[config.mk]
export PLATFORM = sky130hd
export DESIGN_NAME = exlvl_ctrl
export DESIGN_NICKNAME = d
export VERILOG_FILES = /design/src/rtl/exlvl_pkg.sv /design/src/rtl/exlvl_bank.sv /design/src/rtl/exlvl_vec.sv /design/src/rtl/exlvl_core.sv /design/src/rtl/exlvl_ctrl.sv
export SDC_FILE = /design/constraint.sdc
export NUM_CORES = 1
export LEC_CHECK = 0
export BUFFER_PORTS_ARGS = -buffer_cell sky130_fd_sc_hd__buf_4
export CORE_ASPECT_RATIO = 0.9
export CORE_MARGIN = 5
export CORE_UTILIZATION = 29
export DETAILED_ROUTE_END_ITERATION = 7
export GPL_ROUTABILITY_DRIVEN = 1
export SLEW_MARGIN = 20
export SYNTH_ARGS = -nofsm -noshare
export SYNTH_HDL_FRONTEND = slang
export SYNTH_SLANG_ARGS = --single-unit
[constraint.sdc]
create_clock -name clk -period 3.5 [get_ports clk]
set_input_delay 0.175 -clock clk [delete_from_list [all_inputs] [get_ports clk]]
set_output_delay 0.175 -clock clk [all_outputs]
set_load 0.05 [all_outputs]
[src/rtl/exlvl_pkg.sv]
package exlvl_pkg;
  localparam int NLVL    = 4;
  localparam int LVL_W   = $clog2(NLVL);
  localparam int LVL_LSB = 2;   // previous level field in state word
  localparam int NAR_BIT = 4;   // execution width bit in state word
  typedef logic [LVL_W-1:0] lvl_t;
endpackage

[src/rtl/exlvl_bank.sv]
module exlvl_bank #(
  parameter int PC_W = 64,
  parameter int SW   = 32
) (
  input  logic            clk,
  input  logic            rst,
  input  logic            wr_en,
  input  logic [SW-1:0]   wr_state,
  input  logic [PC_W-1:0] wr_pc,
  output logic [SW-1:0]   state_q,
  output logic [PC_W-1:0] pc_q
);
  always_ff @(posedge clk) begin
    if (rst) begin
      state_q <= '0;
      pc_q    <= '0;
    end else if (wr_en) begin
      state_q <= wr_state;
      pc_q    <= wr_pc;
    end
  end

  AST_BANK_HOLD: assert property (@(posedge clk) disable iff (rst)
    !wr_en |=> ($stable(state_q) && $stable(pc_q)));
endmodule

[src/rtl/exlvl_vec.sv]
module exlvl_vec
  import exlvl_pkg::*;
#(
  parameter int              PC_W       = 64,
  parameter logic [PC_W-1:0] VEC_BASE   = '0,
  parameter logic [PC_W-1:0] VEC_STRIDE = '0,
  parameter logic [PC_W-1:0] VEC_OFS    = '0
) (
  input  lvl_t            tgt,
  output logic [PC_W-1:0] vec
);
  logic [PC_W-1:0] tgt_ext;
  always_comb begin
    tgt_ext = '0;
    tgt_ext[LVL_W-1:0] = tgt;
    vec = VEC_BASE + tgt_ext * VEC_STRIDE + VEC_OFS;
  end
endmodule

[src/rtl/exlvl_core.sv]
module exlvl_core
  import exlvl_pkg::*;
#(
  parameter int PC_W = 64,
  parameter int SW   = 32
) (
  input  logic            clk,
  input  logic            rst,
  input  logic            exc_req,
  input  lvl_t            exc_tgt,
  input  logic            ret_req,
  input  logic [PC_W-1:0] vec,
  input  logic [SW-1:0]   rd_state,
  input  logic [PC_W-1:0] rd_pc,
  output logic            take_exc,
  output lvl_t            lvl_q,
  output logic            narrow_q,
  output logic            npc_vld_q,
  output logic [PC_W-1:0] npc_q,
  output logic [SW-1:0]   rest_q,
  output logic            err_q
);
  logic bad_exc, take_ret, bad_ret;

  always_comb begin
    take_exc = exc_req && (exc_tgt > lvl_q);
    bad_exc  = exc_req && !(exc_tgt > lvl_q);
    take_ret = ret_req && !exc_req && (lvl_q != '0);
    bad_ret  = ret_req && !exc_req && (lvl_q == '0);
  end

  always_ff @(posedge clk) begin
    if (rst) begin
      lvl_q     <= '0;
      narrow_q  <= 1'b0;
      npc_vld_q <= 1'b0;
      npc_q     <= '0;
      rest_q    <= '0;
      err_q     <= 1'b0;
    end else begin
      npc_vld_q <= take_exc || take_ret;
      err_q     <= bad_exc || bad_ret;
      if (take_exc) begin
        lvl_q    <= exc_tgt;
        npc_q    <= vec;
        narrow_q <= 1'b0;
      end else if (take_ret) begin
        lvl_q    <= rd_state[LVL_LSB +: LVL_W];
        npc_q    <= rd_pc;
        rest_q   <= rd_state;
        narrow_q <= rd_state[NAR_BIT];
      end
    end
  end

  AST_RAISE: assert property (@(posedge clk) disable iff (rst)
    (exc_req && exc_tgt > lvl_q) |=> (lvl_q == $past(exc_tgt) && npc_vld_q));
  AST_NPC_CAUSE: assert property (@(posedge clk) disable iff (rst)
    npc_vld_q |-> $past(exc_req || ret_req));
  AST_IGNORE_LOW: assert property (@(posedge clk) disable iff (rst)
    (exc_req && exc_tgt <= lvl_q) |=> ($stable(lvl_q) && err_q && !npc_vld_q));
  AST_RET_AT_ZERO: assert property (@(posedge clk) disable iff (rst)
    (ret_req && !exc_req && lvl_q == '0) |=> (lvl_q == '0 && err_q && !npc_vld_q));
  AST_WIDTH_HOLD: assert property (@(posedge clk) disable iff (rst)
    (!exc_req && !ret_req) |=> $stable(narrow_q));
  AST_EXCL: assert property (@(posedge clk) disable iff (rst)
    !(npc_vld_q && err_q));
endmodule

[src/rtl/exlvl_ctrl.sv]
module exlvl_ctrl
  import exlvl_pkg::*;
#(
  parameter int              PC_W       = 64,
  parameter int              SW         = 32,
  parameter logic [PC_W-1:0] VEC_BASE   = 64'h0000_0000_4000_0000,
  parameter logic [PC_W-1:0] VEC_STRIDE = 64'h0000_0000_0000_1000,
  parameter logic [PC_W-1:0] VEC_OFS    = 64'h0000_0000_0000_0400
) (
  input  logic            clk,
  input  logic            rst,
  input  logic            exc_req,
  input  logic [1:0]      exc_tgt,
  input  logic            ret_req,
  input  logic [SW-1:0]   cur_state,
  input  logic [PC_W-1:0] ret_pc,
  output logic [1:0]      cur_lvl,
  output logic            narrow,
  output logic            npc_vld,
  output logic [PC_W-1:0] npc,
  output logic [SW-1:0]   rest_state,
  output logic            err
);
  logic [SW-1:0]   bk_state [NLVL];
  logic [PC_W-1:0] bk_pc    [NLVL];
  logic [SW-1:0]   save_word;
  logic [PC_W-1:0] vec;
  logic            take_exc;
  lvl_t            lvl_q;

  // state word to bank: running word with the departing level inserted
  always_comb begin
    save_word = cur_state;
    save_word[LVL_LSB +: LVL_W] = lvl_q;
  end

  // level 0 owns no bank; its slot reads as zero
  assign bk_state[0] = '0;
  assign bk_pc[0]    = '0;

  for (genvar g = 1; g < NLVL; g++) begin : g_bank
    exlvl_bank #(.PC_W(PC_W), .SW(SW)) u_bank (
      .clk      (clk),
      .rst      (rst),
      .wr_en    (take_exc && (exc_tgt == lvl_t'(g))),
      .wr_state (save_word),
      .wr_pc    (ret_pc),
      .state_q  (bk_state[g]),
      .pc_q     (bk_pc[g])
    );
  end

  exlvl_vec #(
    .PC_W(PC_W), .VEC_BASE(VEC_BASE), .VEC_STRIDE(VEC_STRIDE), .VEC_OFS(VEC_OFS)
  ) u_vec (
    .tgt (exc_tgt),
    .vec (vec)
  );

  exlvl_core #(.PC_W(PC_W), .SW(SW)) u_core (
    .clk       (clk),
    .rst       (rst),
    .exc_req   (exc_req),
    .exc_tgt   (exc_tgt),
    .ret_req   (ret_req),
    .vec       (vec),
    .rd_state  (bk_state[lvl_q]),
    .rd_pc     (bk_pc[lvl_q]),
    .take_exc  (take_exc),
    .lvl_q     (lvl_q),
    .narrow_q  (narrow),
    .npc_vld_q (npc_vld),
    .npc_q     (npc),
    .rest_q    (rest_state),
    .err_q     (err)
  );

  assign cur_lvl = lvl_q;

  initial begin
    AST_SW_WIDE: assert (SW > NAR_BIT);
  end
endmodule

Yosys cells after proc, flatten, opt, wreduce, memory -nomap -nowiden
Index checks and enable logic that the tools add are counted.
Word-level totals
  flip-flop bits (word level): 389
  output and inout bits: 101
  input bits: 102
Operators by class
  reductions and logical operators: 17
  mux-type cells: 10
  equality and inequality tests: 3
  $lt $le $gt $ge: 2
  $add $sub $neg: 2
  bitwise operators: 2
Operators by type and width (count)
  $mux 64: 4
  $bmux 64 s2: 1
  $add 64x11->64 const B: 1
  $bmux 32 s2: 1
  $mux 32: 2
  $add 31x14->32 const A: 1
  $logic_and 1x1->1: 8
  $eq 2x2->1 const B: 2
  $mux 2: 2
  $reduce_bool 2->1: 2
  $ge 3x3->1 const B: 1
  $not 2->3: 1
  $eq 2x1->1 const B: 1
  $gt 2x2->1: 1
  $logic_not 1->1: 2
  $logic_not 2->1: 1
  $logic_or 1x1->1: 2
  $reduce_and 2->1: 1
  $reduce_or 2->1: 1
  $not 1->1: 1

Depth between registers and ports, before layout
  depth in word-level cells: 6
  depth in mapped cells: 13
  depth with buffers taken out: 6

Cells and area by module
From an unflattened synthesis, not the netlist that was laid out.
Second synthesis, totals
  cells, all modules: 1787
  area total of the unflattened synthesis: 17968.5 µm²
Modules (own cells, without submodules)
  exlvl_bank: seq. area each 1921.8 µm², instances 3, cells each 310, area each 3429.5 µm²
  exlvl_core: seq. area each 2021.9 µm², instances 1, cells each 560, area each 4839.6 µm²
  exlvl_ctrl: seq. area each 0.0 µm², instances 1, cells each 231, area each 2352.3 µm²
  exlvl_vec: seq. area each 0.0 µm², instances 1, cells each 66, area each 488.0 µm²

Least setup slack after synthesis
OpenSTA, ideal clock, no wires.
  path kind: reg2reg
  from: register u_core.lvl_q[1]
  to: register g_bank[3].u_bank.state_q[2]
  period minus slack after synthesis: 2.753 ns
  buffers on the path: 7
  slack: 0.747 ns
  setup time: 0.132 ns
  arrival time: 2.621 ns
  cell stages (with the launch flop): 14
  cells stage by stage: dfxtp_1 buf_2 buf_2 buf_2 inv_1 ha_1 nor2b_1 buf_4 o211a_1 buf_2 buf_4 buf_4 nand2_1 a21oi_1
On the way
  cells in the longest elaborated chain, start to end: 3
RTL lines
  from (decl): RTL line exlvl_core.sv:16  | output lvl_t lvl_q,
  from (signal assigned): RTL line exlvl_core.sv:44  | lvl_q <= exc_tgt;
  from (signal assigned): RTL line exlvl_core.sv:48  | lvl_q <= rd_state[LVL_LSB +: LVL_W];
  $gt 2x2->1: RTL line exlvl_core.sv:26  | take_exc = exc_req && (exc_tgt > lvl_q);
  $logic_and 1x1->1: RTL line exlvl_core.sv:26
  $logic_and 1x1->1: RTL line exlvl_ctrl.sv:45  | .wr_en (take_exc && (exc_tgt == lvl_t'(g))),
  to (signal assigned): RTL line exlvl_bank.sv:18  | state_q <= wr_state;
  to (decl): RTL line exlvl_bank.sv:10  | output logic [SW-1:0] state_q,
No other way between the ends.
A chain may end at the register's enable or synchronous reset.

Final worst setup path
  from: register u_core.lvl_q[0]
  to: output port cur_lvl[0]
RTL lines
  to (decl): RTL line exlvl_ctrl.sv:17  | output logic [1:0] cur_lvl,
No word-level cell between the ends.

==> impl_metrics.csv <==
group,metric,value,unit
timing,fin_skew,19.17,ps
final_layout,postLayoutCellArea,0.02011,mm²
floorplan,die_w,253.9,µm
timing,rsz0062_at_grt,"false",
cts,postCtsSetupBuffers,0,
timing,final-hold-violation-count,0,
logic_synthesis,syn_inst,1908,
worst_setup_path,cp.required,3320,ps
min_path,hp-class,"input port to flip-flop",
final_layout,drive_above_1_share,19.00,%
worst_setup_path,crit_path_frequent_cell,"buf_4",
power_and_ir_drop,power,10.48,mW
final_layout,ff_latch_area,0.007795,mm²
floorplan,die-area,0.05828,mm²
power_and_ir_drop,pwr-share-comb,10.0,%
worst_setup_path,critPathArrivalTime,2680,ps
logic_synthesis,avgSynthCellArea,8.138,µm²
routing,first_iter_violations,972,
power_and_ir_drop,clkPwrFrac,46.0,%
cts,numClockSinks,389,
worst_setup_path,startpoint_type,"flip-flop",
grt,gr-total-overflow,0,
routing,drcViolationCount,0,
timing,timing.slew.headroom,32.34,%
cts,holdBufCountCts,98,
routing,wl,50.69,mm
logic_synthesis,yosys_warnings,0,
cts,ctsResizeCount,0,
worst_setup_path,crit_fanout,58,
floorplan,io_pins,203,
grt,gr-usage-met3,2.745,%
power_and_ir_drop,p_sw,2.641,mW
grt,grt_max_degree,108,
routing,drt_first_pass_iters,5,
logic_synthesis,synth-edff-count,0,
cts,clk_latency,560,ps
floorplan,start_util,29.27,%
cts,clkSlewWorstSetupHoldPaths,60,ps
routing,antenna_left,0,
job,maxCapViolCount,0,
timing,fmax,0.3508,GHz
place,placed_cell_area,0.01759,mm²
timing,setup_viol,0,
worst_setup_path,r2r-start,"u_core.lvl_q[0]$_SDFFE_PP0P_",
outcome,status,"finished clean",
place,dp.cells,2664,
final_layout,fin_util,37.91,%
final_layout,area_delta_synth_final,29.53,%
logic_synthesis,async_flop_share,0,%
timing,setup_ws,649.1,ps
grt,busiest_layer,"met2",
worst_setup_path,cp-startpoint,"u_core.lvl_q[0]$_SDFFE_PP0P_",
logic_synthesis,ys_seq_area_share,50.15,%
power_and_ir_drop,pwr-share-seq,44.0,%
power_and_ir_drop,p_leak,7.252,nW
cts,ctsHtreeMaxLevel,2,
final_layout,fin_nets,2216,
power_and_ir_drop,switching_share,25.19,%
grt,grt_pass1_vias,14200,
cts,cts_buffers,45,
timing,holdWs,93.82,ps
final_layout,multi_input_area,0.007022,mm²
place,post-dp-hpwl,28.07,mm
floorplan,rows,80,
routing,vias,14090,
logic_synthesis,synthDistinctLibCells,31,
grt,grtUsageMet1,22.17,%
logic_synthesis,synth_area,0.01553,mm²
logic_synthesis,synth_flop_cell,"dfxtp_1",
place,io_buffers,200,
logic_synthesis,ys_ff_latch,389,
cts,tritoncts,"done",
final_layout,final_cells,2850,
worst_setup_path,worst_path_max_delay_cell,"buf_4",
timing,worstMarginPinSlew,1011,ps
floorplan,fp.coreArea,0.05305,mm²
floorplan,die_h,229.5,µm
worst_setup_path,cpPeakStageDelay,800,ps
grt,grt_pass1_wl,79.54,mm
final_layout,nFillCells,5307,
worst_setup_path,worst_setup_path_end_kind,"output pin",
min_path,min-delay-start,"rst",
timing,min_period_over_period,81.45,%
cts,root_buffer,"clkbuf_16",
worst_setup_path,crit_chain,"buf_4, buf_4, buf_4",
routing,viasPerCell,4.945,
place,gp_congestion,0.7408,
timing,setup_tns,0,ps
grt,gr-usage-all-layers,16.85,%
power_and_ir_drop,p_per_area,521.2,mW/mm²
timing,final_max_slew_viol_count,0,
power_and_ir_drop,vdd_drop_max,0.3831,mV
worst_setup_path,critPathKind,"flip-flop to output pin",
grt,grt_use_met2,28.22,%
grt,antenna_found_initial,8,
routing,wl_per_cell,17.79,µm
power_and_ir_drop,cell_internal_pwr,7.843,mW
place,dp_slack,1049,ps
timing,min_period,2851,ps
logic_synthesis,syn_nets,2012,
cts,clock_path_buffers,3,
-- registers in the layout, indices dropped and copies added, names as in the netlist --
signal	flops
g_bank.u_bank.pc_q	192
u_core.npc_q	64
u_core.rest_q	32
u_core.npc_vld_q	1
u_core.narrow_q	1
g_bank.u_bank.state_q	96
u_core.err_q	1
u_core.lvl_q	2
-- area by class of cell --
cell class	count	share of cell area (%)
clock inverter	16	0.8585
inverter	2	0.03733
clock buffer	66	6.756
timing repair buffer	327	14.27
sequential	389	38.76
tap	697	4.336
antenna	6	0.07465
multi-input combinational	1347	34.91
-- layer usage --
| layer | share of wire, % | wire, µm |
|---|---|---|
| met1 | 45 | 22620 |
| met2 | 48 | 24120 |
| met3 | 5.4 | 2719 |
| met4 | 2.4 | 1205 |
| met5 | 0.053 | 27 |
-- final timing paths --
check	depth (start not counted)	slack [ps]	endpoint
setup / recovery	3	650	cur_lvl[0]
hold / removal	2	90	g_bank[2].u_bank.state_q[15]$_SDFFE_PP0P_
setup reg to reg	5	1080	u_core.npc_q[50]$_SDFFE_PP0P_
hold reg to reg	2	450	g_bank[3].u_bank.state_q[23]$_SDFFE_PP0P_
-- cells in the final DEF, fill, tap and decap left out, drive strengths merged, types with 2 or more instances in the layout --
| cell type | n |
|---|---|
| mux2i | 3 |
| o211a | 3 |
| inv | 4 |
| nor2 | 32 |
| bufinv | 3 |
| diode | 6 |
| a31oi | 3 |
| mux2 | 93 |
| a211oi | 2 |
| nand3 | 63 |
| a221oi | 30 |
| a21oi | 353 |
| dfxtp | 389 |
| o211ai | 3 |
| ha | 2 |
| nor2b | 8 |
| nand2 | 645 |
| nor3 | 33 |
| a22o | 63 |
| o21ai | 5 |
| clkbuf | 66 |
| dlygate4sd3 | 98 |
| clkinv | 10 |
| buf | 229 |
-- cells in the mapped netlist, types with 2 or more instances --
| master | instances | area (µm²) |
|---|---|---|
| nor3_1 | 33 | 165.2 |
| dfxtp_1 | 389 | 7787 |
| nand3_1 | 63 | 315.3 |
| buf_4 | 15 | 112.6 |
| o211a_1 | 3 | 30.03 |
| o211ai_2 | 3 | 37.54 |
| nor2b_1 | 8 | 50.05 |
| a221oi_1 | 30 | 262.8 |
| nor2_1 | 32 | 120.1 |
| ha_1 | 2 | 25.02 |
| nand2_1 | 645 | 2421 |
| clkbuf_1 | 80 | 300.3 |
| inv_1 | 2 | 7.510 |
| a211oi_1 | 2 | 15.01 |
| mux2i_1 | 3 | 30.03 |
| buf_2 | 73 | 365.4 |
| o21ai_0 | 3 | 15.01 |
| mux2_2 | 93 | 1047 |
| a31oi_1 | 3 | 18.77 |
| a21oi_1 | 353 | 1767 |
| a22o_1 | 63 | 551.8 |
-- worst max-delay path: cells and delay by family, from the launching register on --
family	cells	cell delay [ps]
flops	1	340
buf+inv	3	1740
-- power groups by stage --
stage / Sequential [mW] / Combinational, mW / Clock [mW]
floorplan: 4.78 / 0.493 / 0
global placement: 4.70 / 0.953 / 0
CTS: 4.61 / 1.06 / 4.98
global route: 4.62 / 1.14 / 5.15
finish: 4.61 / 1.05 / 4.82
detailed placement: 4.71 / 0.966 / 0
-- cells by family (layout without fill, tap and decap cells) --
logic type,after synthesis,count (layout),synth area share (%)
simple gates,784,784,19.90
compound gates,465,465,17.69
fa+ha+maj,2,2,0.1611
mux,96,96,6.938
buf+inv,172,411,5.157
other cells,0,6,0
flops,389,389,50.15
No activity file was read; power rests on OpenSTA's default activity.
